[src/rtl/bmdma_regs.sv]
module bmdma_regs #(
  parameter int AW = 4,
  parameter int DW = 32
) (
  input  logic          clk,
  input  logic          rst_n,
  input  logic          reg_wr,
  input  logic [AW-1:0] reg_addr,
  input  logic [1:0]    reg_size,
  input  logic [DW-1:0] reg_wdata,
  output logic [DW-1:0] reg_rdata,
  input  logic          eng_err,
  input  logic          eng_done,
  input  logic          drv_irq,
  output logic          irq_out,
  output logic          dir,
  output logic          active,
  output logic          eng_start,
  output logic          eng_cancel,
  output logic          ptr_load,
  output logic [DW-1:0] cur_ptr
);
  localparam int NB = DW / 8;
  localparam logic [AW-1:0] OFF_CMD = AW'(0);
  localparam logic [AW-1:0] OFF_STS = AW'(2);
  localparam logic [AW-1:0] OFF_BASE = AW'(4);

  logic [7:0] cmd_q;
  logic sts_act, sts_err, sts_int;
  logic [1:0] sts_usr;
  logic [DW-1:0] base_q, cur_q;
  logic irq_prev, start_q, cancel_q, load_q;

  wire cmd_wr  = reg_wr && reg_addr == OFF_CMD;
  wire sts_wr  = reg_wr && reg_addr == OFF_STS;
  wire base_wr = reg_wr && reg_addr[AW-1:2] == OFF_BASE[AW-1:2];
  wire [1:0] lane = reg_addr[1:0];

  wire start_rise = cmd_wr && reg_wdata[0] && !cmd_q[0];
  wire start_fall = cmd_wr && !reg_wdata[0] && cmd_q[0];
  wire irq_rise   = drv_irq && !irq_prev;

  logic [NB-1:0] be;
  logic [DW-1:0] wshift, base_nx;
  always_comb begin
    case (reg_size)
      2'd0:    be = NB'(1);
      2'd1:    be = NB'(3);
      default: be = {NB{1'b1}};
    endcase
    be = be << lane;
    wshift = reg_wdata << {lane, 3'b000};
    base_nx = base_q;
    for (int i = 0; i < NB; i++)
      if (be[i]) base_nx[8*i +: 8] = wshift[8*i +: 8];
    base_nx[1:0] = 2'b00;
  end

  wire [7:0] sts_byte = {1'b0, sts_usr, 2'b00, sts_int, sts_err, sts_act};

  always_comb begin
    reg_rdata = '0;
    if (reg_addr == OFF_CMD)      reg_rdata = DW'(cmd_q);
    else if (reg_addr == OFF_STS) reg_rdata = DW'(sts_byte);
    else if (reg_addr[AW-1:2] == OFF_BASE[AW-1:2])
      reg_rdata = base_q >> {lane, 3'b000};
  end

  always_ff @(posedge clk) begin
    if (!rst_n) begin
      cmd_q <= '0; sts_act <= 1'b0; sts_err <= 1'b0; sts_int <= 1'b0;
      sts_usr <= '0; base_q <= '0; cur_q <= '0; irq_prev <= 1'b0;
      start_q <= 1'b0; cancel_q <= 1'b0; load_q <= 1'b0;
    end else begin
      irq_prev <= drv_irq;
      start_q  <= start_rise && !sts_act;
      cancel_q <= start_fall;
      load_q   <= start_rise;
      if (cmd_wr) cmd_q <= reg_wdata[7:0] & 8'h09;
      if (start_rise) cur_q <= base_q;
      if (base_wr) base_q <= base_nx;

      if (start_fall)      sts_act <= 1'b0;
      else if (start_rise) sts_act <= 1'b1;
      else if (eng_done)   sts_act <= 1'b0;

      if (sts_wr) sts_usr <= reg_wdata[6:5];
      sts_err <= eng_err  || (sts_err && !(sts_wr && reg_wdata[1]));
      sts_int <= irq_rise || (sts_int && !(sts_wr && reg_wdata[2]));
    end
  end

  assign irq_out    = drv_irq;
  assign dir        = cmd_q[3];
  assign active     = sts_act;
  assign eng_start  = start_q;
  assign eng_cancel = cancel_q;
  assign ptr_load   = load_q;
  assign cur_ptr    = cur_q;

  a_r3_same_start_quiet: assert property (@(posedge clk) disable iff (!rst_n)
    (cmd_wr && reg_wdata[0] == cmd_q[0]) |=> (!eng_start && !eng_cancel && !ptr_load));
  a_r4_cancel_clears_active: assert property (@(posedge clk) disable iff (!rst_n)
    eng_cancel |-> !active);
  a_r4_pulses_exclusive: assert property (@(posedge clk) disable iff (!rst_n)
    !(eng_start && eng_cancel));
  a_r5_start_with_load: assert property (@(posedge clk) disable iff (!rst_n)
    eng_start |-> (ptr_load && active));
  a_r5_load_copies_base: assert property (@(posedge clk) disable iff (!rst_n)
    ptr_load |-> cur_ptr == base_q);
  a_r8_irq_latched: assert property (@(posedge clk) disable iff (!rst_n)
    (drv_irq && !irq_prev) |=> sts_int);
  a_r9_err_latched: assert property (@(posedge clk) disable iff (!rst_n)
    eng_err |=> sts_err);
endmodule

[config.mk]
export PLATFORM = sky130hd
export DESIGN_NAME = bmdma_regs
export DESIGN_NICKNAME = d
export VERILOG_FILES = /design/src/rtl/bmdma_regs.sv
export SDC_FILE = /design/constraint.sdc
export NUM_CORES = 1
export LEC_CHECK = 0
export BUFFER_PORTS_ARGS = -buffer_cell sky130_fd_sc_hd__buf_2
export CORE_AREA = 2 2 110 112
export DETAILED_ROUTE_END_ITERATION = 6
export DIE_AREA = 0 0 112 114
export MAX_ROUTING_LAYER = met4
export PLACE_DENSITY = 0.67
export SYNTH_ARGS = -nofsm -noshare
export SYNTH_HDL_FRONTEND = slang
export SYNTH_SLANG_ARGS = --single-unit
[constraint.sdc]
create_clock -name clk -period 1.6 [get_ports clk]
set_input_delay 0.24 -clock clk [delete_from_list [all_inputs] [get_ports clk]]
set_output_delay 0.24 -clock clk [all_outputs]
set_load 0.05 [all_outputs]
; ---- Word level (Yosys, flattened, before mapping)
; Cells that the tools add are included.
[totals]
ff_bits = 71
latchBits = 0
ram_bits = 0
rom_bits = 0
inputBits = 44
out_inout_bits = 70
wordCells = 56
n_memories = 0
[op_classes]
add_sub_neg = 0
multipliers = 0
n_div = 0
order_cmp = 0
n_eq_ne = 3
shifts = 3
mux = 6
bitwise = 1
reduce_logical = 29
[op_table]
columns = op, count
row1 = $mux W32, 3
row2 = $shl A32 B5 Y32, 1
row3 = $shr A32 B5 Y32, 1
row4 = $logic_and A1 B1 Y1, 13
row5 = $pmux W4 S2, 1
row6 = $reduce_and A2 Y1, 4
row7 = $logic_not A1 Y1, 6
row8 = $eq A2 B1 Y1 const B, 2
row9 = $eq A4 B2 Y1 const B, 1
row10 = $logic_not A4 Y1, 1
row11 = $shl A4 B2 Y4, 1
row12 = $logic_not A2 Y1, 1
row13 = $logic_or A1 B1 Y1, 2
row14 = $mux W1, 2
row15 = $reduce_bool A2 Y1, 1
row16 = $reduce_or A2 Y1, 1
row17 = $not A1 Y1, 1

; ---- Logic depth before layout (Yosys ltp)
; Gate-level depths: netlist of run 1.
[logic_depth]
ltp_word = 6
depth_mapped = 7
mapped_depth_nobuf = 3

; ---- Worst setup path after synthesis of run 1
; Ideal clock, no wire load.
[synth_path]
path_type = input to output
startpoint = in reg_addr[0]
endpoint = out reg_rdata[4]
arrival_time_ps = 2136
t_required_ps = 1360
slack_ps = -776
path_stages = 5
n_path_buf = 3
cell_sequence = buf_6 > buf_2 > buf_2 > mux2i_1 > a211oi_1
[synth_via]
elab_chain_len = 4
elab_cells_between_ends = 6
cone_classes = 1 x eq/ne / 1 x shift / 3 x mux / 1 x reduce/logical
[synth_lines]
columns = element, line
row1 = start: declaration, 8  ; input logic [AW-1:0] reg_addr,
row2 = $shr A32 B5 Y32, 66  ; reg_rdata = base_q >> {lane, 3'b000};
row3 = $mux W32, 65  ; else if (reg_addr[AW-1:2] == OFF_BASE[AW-1:2])
row4 = $mux W32, 64  ; else if (reg_addr == OFF_STS) reg_rdata = DW'(sts_byte);
row5 = $mux W32 *, 63  ; if (reg_addr == OFF_CMD) reg_rdata = DW'(cmd_q);
row6 = end: declaration, 11  ; output logic [DW-1:0] reg_rdata,
; Mark *: on every way between the ends. The rest lies on a longest branch, timed or not.

; ---- Final worst setup path of run 1
[layout_path]
startpoint = reg base_q[16]
endpoint = out reg_rdata[0]
[layout_via]
elab_chain_len = 4
[layout_lines]
columns = element, line
row1 = start: declaration, 31  ; logic [DW-1:0] base_q, cur_q;
row2 = start signal: assignment, 81  ; if (base_wr) base_q <= base_nx;
row3 = $shr A32 B5 Y32, 66
row4 = $mux W32, 65
row5 = $mux W32, 64
row6 = $mux W32, 63
; Every way passes these cells.

==> results of run 1 <==
layout by cell type (no fill, tap or decap), types with 10 or more instances in the layout:
cell type and n:
dfxtp_1 50, o21ai_0 11, mux2_2 19, nand2_1 82, a21oi_1 10, buf_6 22, mux2i_1 42, buf_2 78
inv_1 12, dfxtp_2 12, buf_4 72, nand3_1 12
power by group through the flow:
stage	Combinational [W]	Clock [W]	Sequential, W
4_1_cts	0.000753	0.00193	0.00183
6_report	0.000779	0.00190	0.00182
3_5_place_dp	0.000689	0	0.00187
3_3_place_gp	0.000680	0	0.00187
2_1_floorplan	0.000428	0	0.00186
5_1_grt	0.000824	0.00201	0.00183
cells in the mapped netlist (all sizes together) (10+ instances only):
cell type and n:
and3 10, clkbuf 18, a211oi 12, inv 13, a21oi 10, buf 23
a22oi 16, dfxtp 71, mux2i 50, nand2 83, nor2 19, o21ai 19
nand3 13, mux2 24
per-stage QoR:
step	instance area (um^2)	TNS, ns	hold slack, ns
6_report	5890	-0.202	0.156
4_1_cts	5790	-0.587	0.146
3_3_place_gp	5130	-5.95	0.443
2_1_floorplan	4170	-0.129	0.316
3_5_place_dp	5130	-6.36	0.445
5_1_grt	5890	-0.637	0.174
state kept, by name, indices dropped and copies added (netlist names), 2 cells and up:
| name | flops |
|---|---|
| cur_ptr | 30 |
| sts_usr | 2 |
| cmd_q | 2 |
| base_q | 30 |
critical path, cell delays in order, from the launching register on:
cell	delay [ns]
dfxtp_4	0.35
mux2i_4	0.15
o31ai_1	0.08
o32a_2	0.35
buf_8	0.16
metal layers:
layer | track usage (%) | up-vias | share of wire [%] | wire [um]
met5 | - | - | 0 | 0
met4 | 8.46 | 0 | 2.4 | 333
met3 | 3.56 | 23 | 6.1 | 856
met2 | 34.8 | 167 | 46 | 6490
met1 | 30.0 | 1943 | 45 | 6320
li1 | - | 1891 | - | -
cell families (layout without fill, tap and decap cells):
kind of cell	after synthesis	count (layout)	synth area share (%)
buffers and inverters	54	210	7.15
DFF	71	71	35.6
other	1	2	0.0940
AOI/OAI and AO/OA	84	84	14.9
and+or+nand+nor	149	149	18.4
muxes	82	82	23.8
worst max path at each step:
| stage | start | end | slack [ns] |
|---|---|---|---|
| 2_1_floorplan | reg_addr[0] | reg_rdata[0] | -0.11 |
| 3_3_place_gp | reg_addr[0] | reg_rdata[8] | -0.14 |
| 3_5_place_dp | reg_addr[0] | base_q[8] | -0.16 |
| 4_1_cts | base_q[16] | reg_rdata[0] | -0.12 |
| 5_1_grt | base_q[16] | reg_rdata[0] | -0.09 |
| 6_report | base_q[16] | reg_rdata[0] | -0.08 |
timing repair:
item / 4_1_cts / 5_1_grt
gates cloned: 1 / 1
endpoints found under the hold margin: 0 / 0
endpoints found under the setup margin: 24 / 32
pin swaps: 16 / 16
hold buffers: 0 / 0
gates resized for setup: 95 / 33
setup buffers: 9 / 1
cell type report:
| cell class | instances | area, um^2 | share of cell area [%] |
|---|---|---|---|
| flip-flops and latches | 71 | 1470 | 25.0 |
| multi-input cells | 317 | 2570 | 43.7 |
| clock inverters | 6 | 36.3 | 0.616 |
| inverters | 13 | 48.8 | 0.829 |
| repair buffers | 181 | 1330 | 22.7 |
| clock buffers | 10 | 239 | 4.06 |
| well taps | 147 | 184 | 3.12 |
==> results.cfg, run 1 <==
[run_status]
outcome = complete, but fails checks
violations = setup timing

[global_routing]
grt_overflow = 0
grt_antenna_before_repair = 0
grtUsageTotal_pct = 22.5
grt_first_pass_wirelength_um = 21600
grt_pass1_vias = 3958
grt_max_degree = 57

[layout]
finish.utilization_pct = 50.3
n_antenna_cell = 0
drive_gt1_share_pct = 52.8
finalNetCount = 637
num-fill-cells = 1090
syn_to_final_growth_pct = 47.5
final_cells = 745

[hold_path]
hp-start = drv_irq
holdPathEnd = irq_prev
hold_depth = 2
min-delay-path-class = primary input to flop

[drt]
firstDrtPassIters = 5
avgRoutedWirePerCell_um = 18.8
viasPerCell = 5.40
first_iter_violations = 352
ant_nets = 0
drc_errors = 0
num_vias = 4024
wl_um = 14000

[critical_path]
reg2reg_depth = 4
rr_endpoint = active
cp.required_ns = 1.36
crit_arrival_ns = 1.44
worst_setup_path_start_kind = flop
r2r-start = cmd_q[0]
crit_path_max_fanout = 3
end_kind = primary output
rrSetupSlack_ns = 0.33
crit_type = flop to primary output

[pwr]
p_comb_share_pct = 17.3
share_seq_of_total_power_pct = 40.5
power.switching_w = 0.00129
power_w = 0.00450
peakVddDrop_v = 0.000450
p_sw_share_pct = 28.6
p_clk_share_pct = 42.1
pwr_density_cell_mw_per_mm2 = 765
leakage_nw = 2.48
p_int_w = 0.00321

[timing]
setup_violations = 5
finalHoldViolCount = 0
rsz0062_at_grt = true
final.setup.worst_slack_ns = -0.0773
drv_slew = 0
skew_ns = 0.00911
fin_crit_ns = 1.68
finalCritPeriodShare_pct = 105
fmax_mhz = 596
tightest_slew_ns = 0.610
max_slew_margin_pct = 59.2

[flow_run]
maxCapViolations = 0

[synth]
ys_ff_latch = 71
ys_top_cells_by_area = dfxtp_1, mux2i_1, nand2_1, mux2_2, mux4_2
yosys.area.top_type = dfxtp_1
avgSynthCellArea_um2 = 9.05
synth.top_cell.area_share_pct = 35.6
synth-edff-count = 0
async_flop_share_pct = 0
yosys_most_used_dff = dfxtp_1
syn_inst = 441
ys_types = 50
synthesis.area_mm2 = 0.00399
synth_warnings = 0
synth_sequential_area_ratio_pct = 35.6

[placement]
gp_congestion = 0.936
dp_slack_ns = -0.156
placedCellCount = 719
dp_hpwl_um = 10400
port_buffers = 111

[clocking]
clk_latency_ns = 0.34
clk_pin_slew_worst_paths_ns = 0.06
clock-sinks = 71
cts_buffers = 9
cts_max_path_buffers = 2
h-tree-depth = 3
cts_tree = yes
clockRootBuffer = clkbuf_16

[die]
die_w_um = 112
coreArea_mm2 = 0.0117
fp-row-count = 40
fp.dieH_um = 114
dieArea_mm2 = 0.0128
initial_core_util_pct = 34.1
ios = 114
Power figures use the tool's default switching activity.
==> run 2, diff against run 1 <==
--- a/config.mk
+++ b/config.mk
@@ -6,6 +6,7 @@
 export NUM_CORES = 1
 export LEC_CHECK = 0
 export BUFFER_PORTS_ARGS = -buffer_cell sky130_fd_sc_hd__buf_2
+export CAP_MARGIN = 20
 export CORE_AREA = 2 2 110 112
 export DETAILED_ROUTE_END_ITERATION = 6
 export DIE_AREA = 0 0 112 114
==> constraint.sdc (replaced) <==
create_clock -name clk -period 1.6 [get_ports clk]
set_input_delay 0.16 -clock clk [delete_from_list [all_inputs] [get_ports clk]]
set_output_delay 0.16 -clock clk [all_outputs]
set_load 0.05 [all_outputs]
==> results.cfg, run 2 (synthesis gave the netlist of run 1 again) <==
[layout]
multi_input_area_mm2 = 0.00244
register_area_mm2 = 0.00144
final_common_cell = buf_2
num-fill-cells = 1144
layout_common_cells = buf_2, nand2_1, dfxtp_1
drive_gt1_share_pct = 46.6
n_antenna_cell = 0
syn_to_final_growth_pct = 34.9
final_cells = 718
finalNetCount = 610

[timing]
rsz0062_at_grt = true
max_slew_margin_pct = 65.6
tightest_slew_ns = 0.514
final.setup.worst_slack_ns = -0.00499
skew_ns = 0.00861
finalHoldViolCount = 0
setup_violations = 1
finalCritPeriodShare_pct = 100
fmax_mhz = 623
drv_slew = 0
fin_crit_ns = 1.60

[global_routing]
grt_antenna_before_repair = 0
grtUsageTotal_pct = 21.0
grt_max_degree = 83
grt_pass1_vias = 3857
grt_first_pass_wirelength_um = 20600
grt_overflow = 0

[critical_path]
cp.required_ns = 1.44
crit_path_max_fanout = 3
end_kind = primary output
worst_setup_path_start_kind = flop
crit_arrival_ns = 1.44
crit_type = flop to primary output

[pwr]
p_int_w = 0.00314
p_sw_share_pct = 28.8
share_seq_of_total_power_pct = 41.7
peakVddDrop_v = 0.000458
power.switching_w = 0.00127
p_clk_share_pct = 42.9
p_comb_share_pct = 15.4
pwr_density_cell_mw_per_mm2 = 818
leakage_nw = 2.29

[die]
ios = 114
coreArea_mm2 = 0.0117
fp.dieH_um = 114
initial_core_util_pct = 34.1
fp-row-count = 40
die_w_um = 112
dieArea_mm2 = 0.0128

[clocking]
clock-sinks = 71
cts_max_path_buffers = 2
cts_tree = yes
cts_buffers = 9
clk_pin_slew_worst_paths_ns = 0.06
h-tree-depth = 3
clockRootBuffer = clkbuf_16
cts_hold_buffers = 0
clk_latency_ns = 0.34

[drt]
drc_errors = 0
first_iter_violations = 356
avgRoutedWirePerCell_um = 18.4
wl_um = 13200
firstDrtPassIters = 5
num_vias = 3856
viasPerCell = 5.37
ant_nets = 0

[hold_path]
min-delay-path-class = primary input to flop

[run_status]
violations = setup timing
outcome = complete, but fails checks

[placement]
dp_slack_ns = -0.0520
dp_hpwl_um = 9920
gp_congestion = 0.934
placedCellCount = 702
port_buffers = 111

[flow_run]
maxCapViolations = 0
run 2: cell count changes in the layout (fill, tap and decap cells not counted), sizes merged:
cell | before | now
buf | 180 | 148
clkbuf | 11 | 16
clkinv | 5 | 2
clkinvlp | 1 | 3
inv | 13 | 14
run 2: final cells by class:
class	instances	share of cell area (%)
Clock inverter	6	0.837
Clock buffer	10	4.25
Inverter	13	0.907
Multi-Input combinational cell	317	45.3
Tap cell	147	3.42
Sequential cell	71	26.8
Timing Repair Buffer	154	18.5
run 2: layer usage:
| metal | global-route usage (%) | vias up | part of all wire [%] |
|---|---|---|---|
| met4 | 7.24 | 0 | 2.2 |
| met1 | 27.9 | 1863 | 45 |
| met2 | 33.1 | 140 | 48 |
| met5 | - | - | 0 |
| li1 | - | 1836 | - |
| met3 | 2.98 | 17 | 4.8 |
run 2: repair_timing:
| item | 4_1_cts | 5_1_grt |
|---|---|---|
| endpoints found under the hold margin | 0 | 0 |
| endpoints found under the setup margin | 18 | 16 |
| setup buffers | 0 | 0 |
| gates resized for setup | 25 | 33 |
| pin swaps | 0 | 3 |
run 2: worst max-delay path, cell delays in order, from the launching register on:
cell     delay [ns]
dfxtp_2        0.34
mux2i_1        0.22
nand2_1        0.10
a32o_2         0.29
buf_8          0.15
run 2: power by group through the flow:
| stage | registers, W | logic, W | clock network (W) |
|---|---|---|---|
| 5_1_grt | 0.00184 | 0.000726 | 0.00200 |
| 3_5_place_dp | 0.00187 | 0.000643 | 0 |
| 3_3_place_gp | 0.00187 | 0.000633 | 0 |
| 4_1_cts | 0.00183 | 0.000659 | 0.00192 |
| 2_1_floorplan | 0.00186 | 0.000403 | 0 |
| 6_report | 0.00184 | 0.000679 | 0.00189 |
run 2: path summary, 6_finish.rpt:
check / cells after the start / to / start / slack (ns)
worst min-delay path: 2 / irq_prev / drv_irq / 0.07
worst max-delay path: 4 / reg_rdata[6] / base_q[14] / -0.005
worst min register to register: 2 / cur_ptr[4] / cur_ptr[4] / 0.45
worst max register to register: 4 / active / cmd_q[0] / 0.30
run 2: per-stage QoR:
step | hold WS, ns | setup TNS [ns] | area, um^2 | power [W] | util, %
after global routing | 0.0905 | -0.0386 | 5380 | 0.00456 | 46.0
after floorplan | 0.236 | -0.246 | 4060 | 0.00226 | -
after CTS | 0.0685 | -0.00236 | 5280 | 0.00441 | 45.1
after global placement | 0.406 | -0.0470 | 4930 | 0.00250 | 42.1
after detailed placement | 0.414 | -0.267 | 4930 | 0.00251 | 42.1
final | 0.0728 | -0.00499 | 5380 | 0.00440 | 46.0
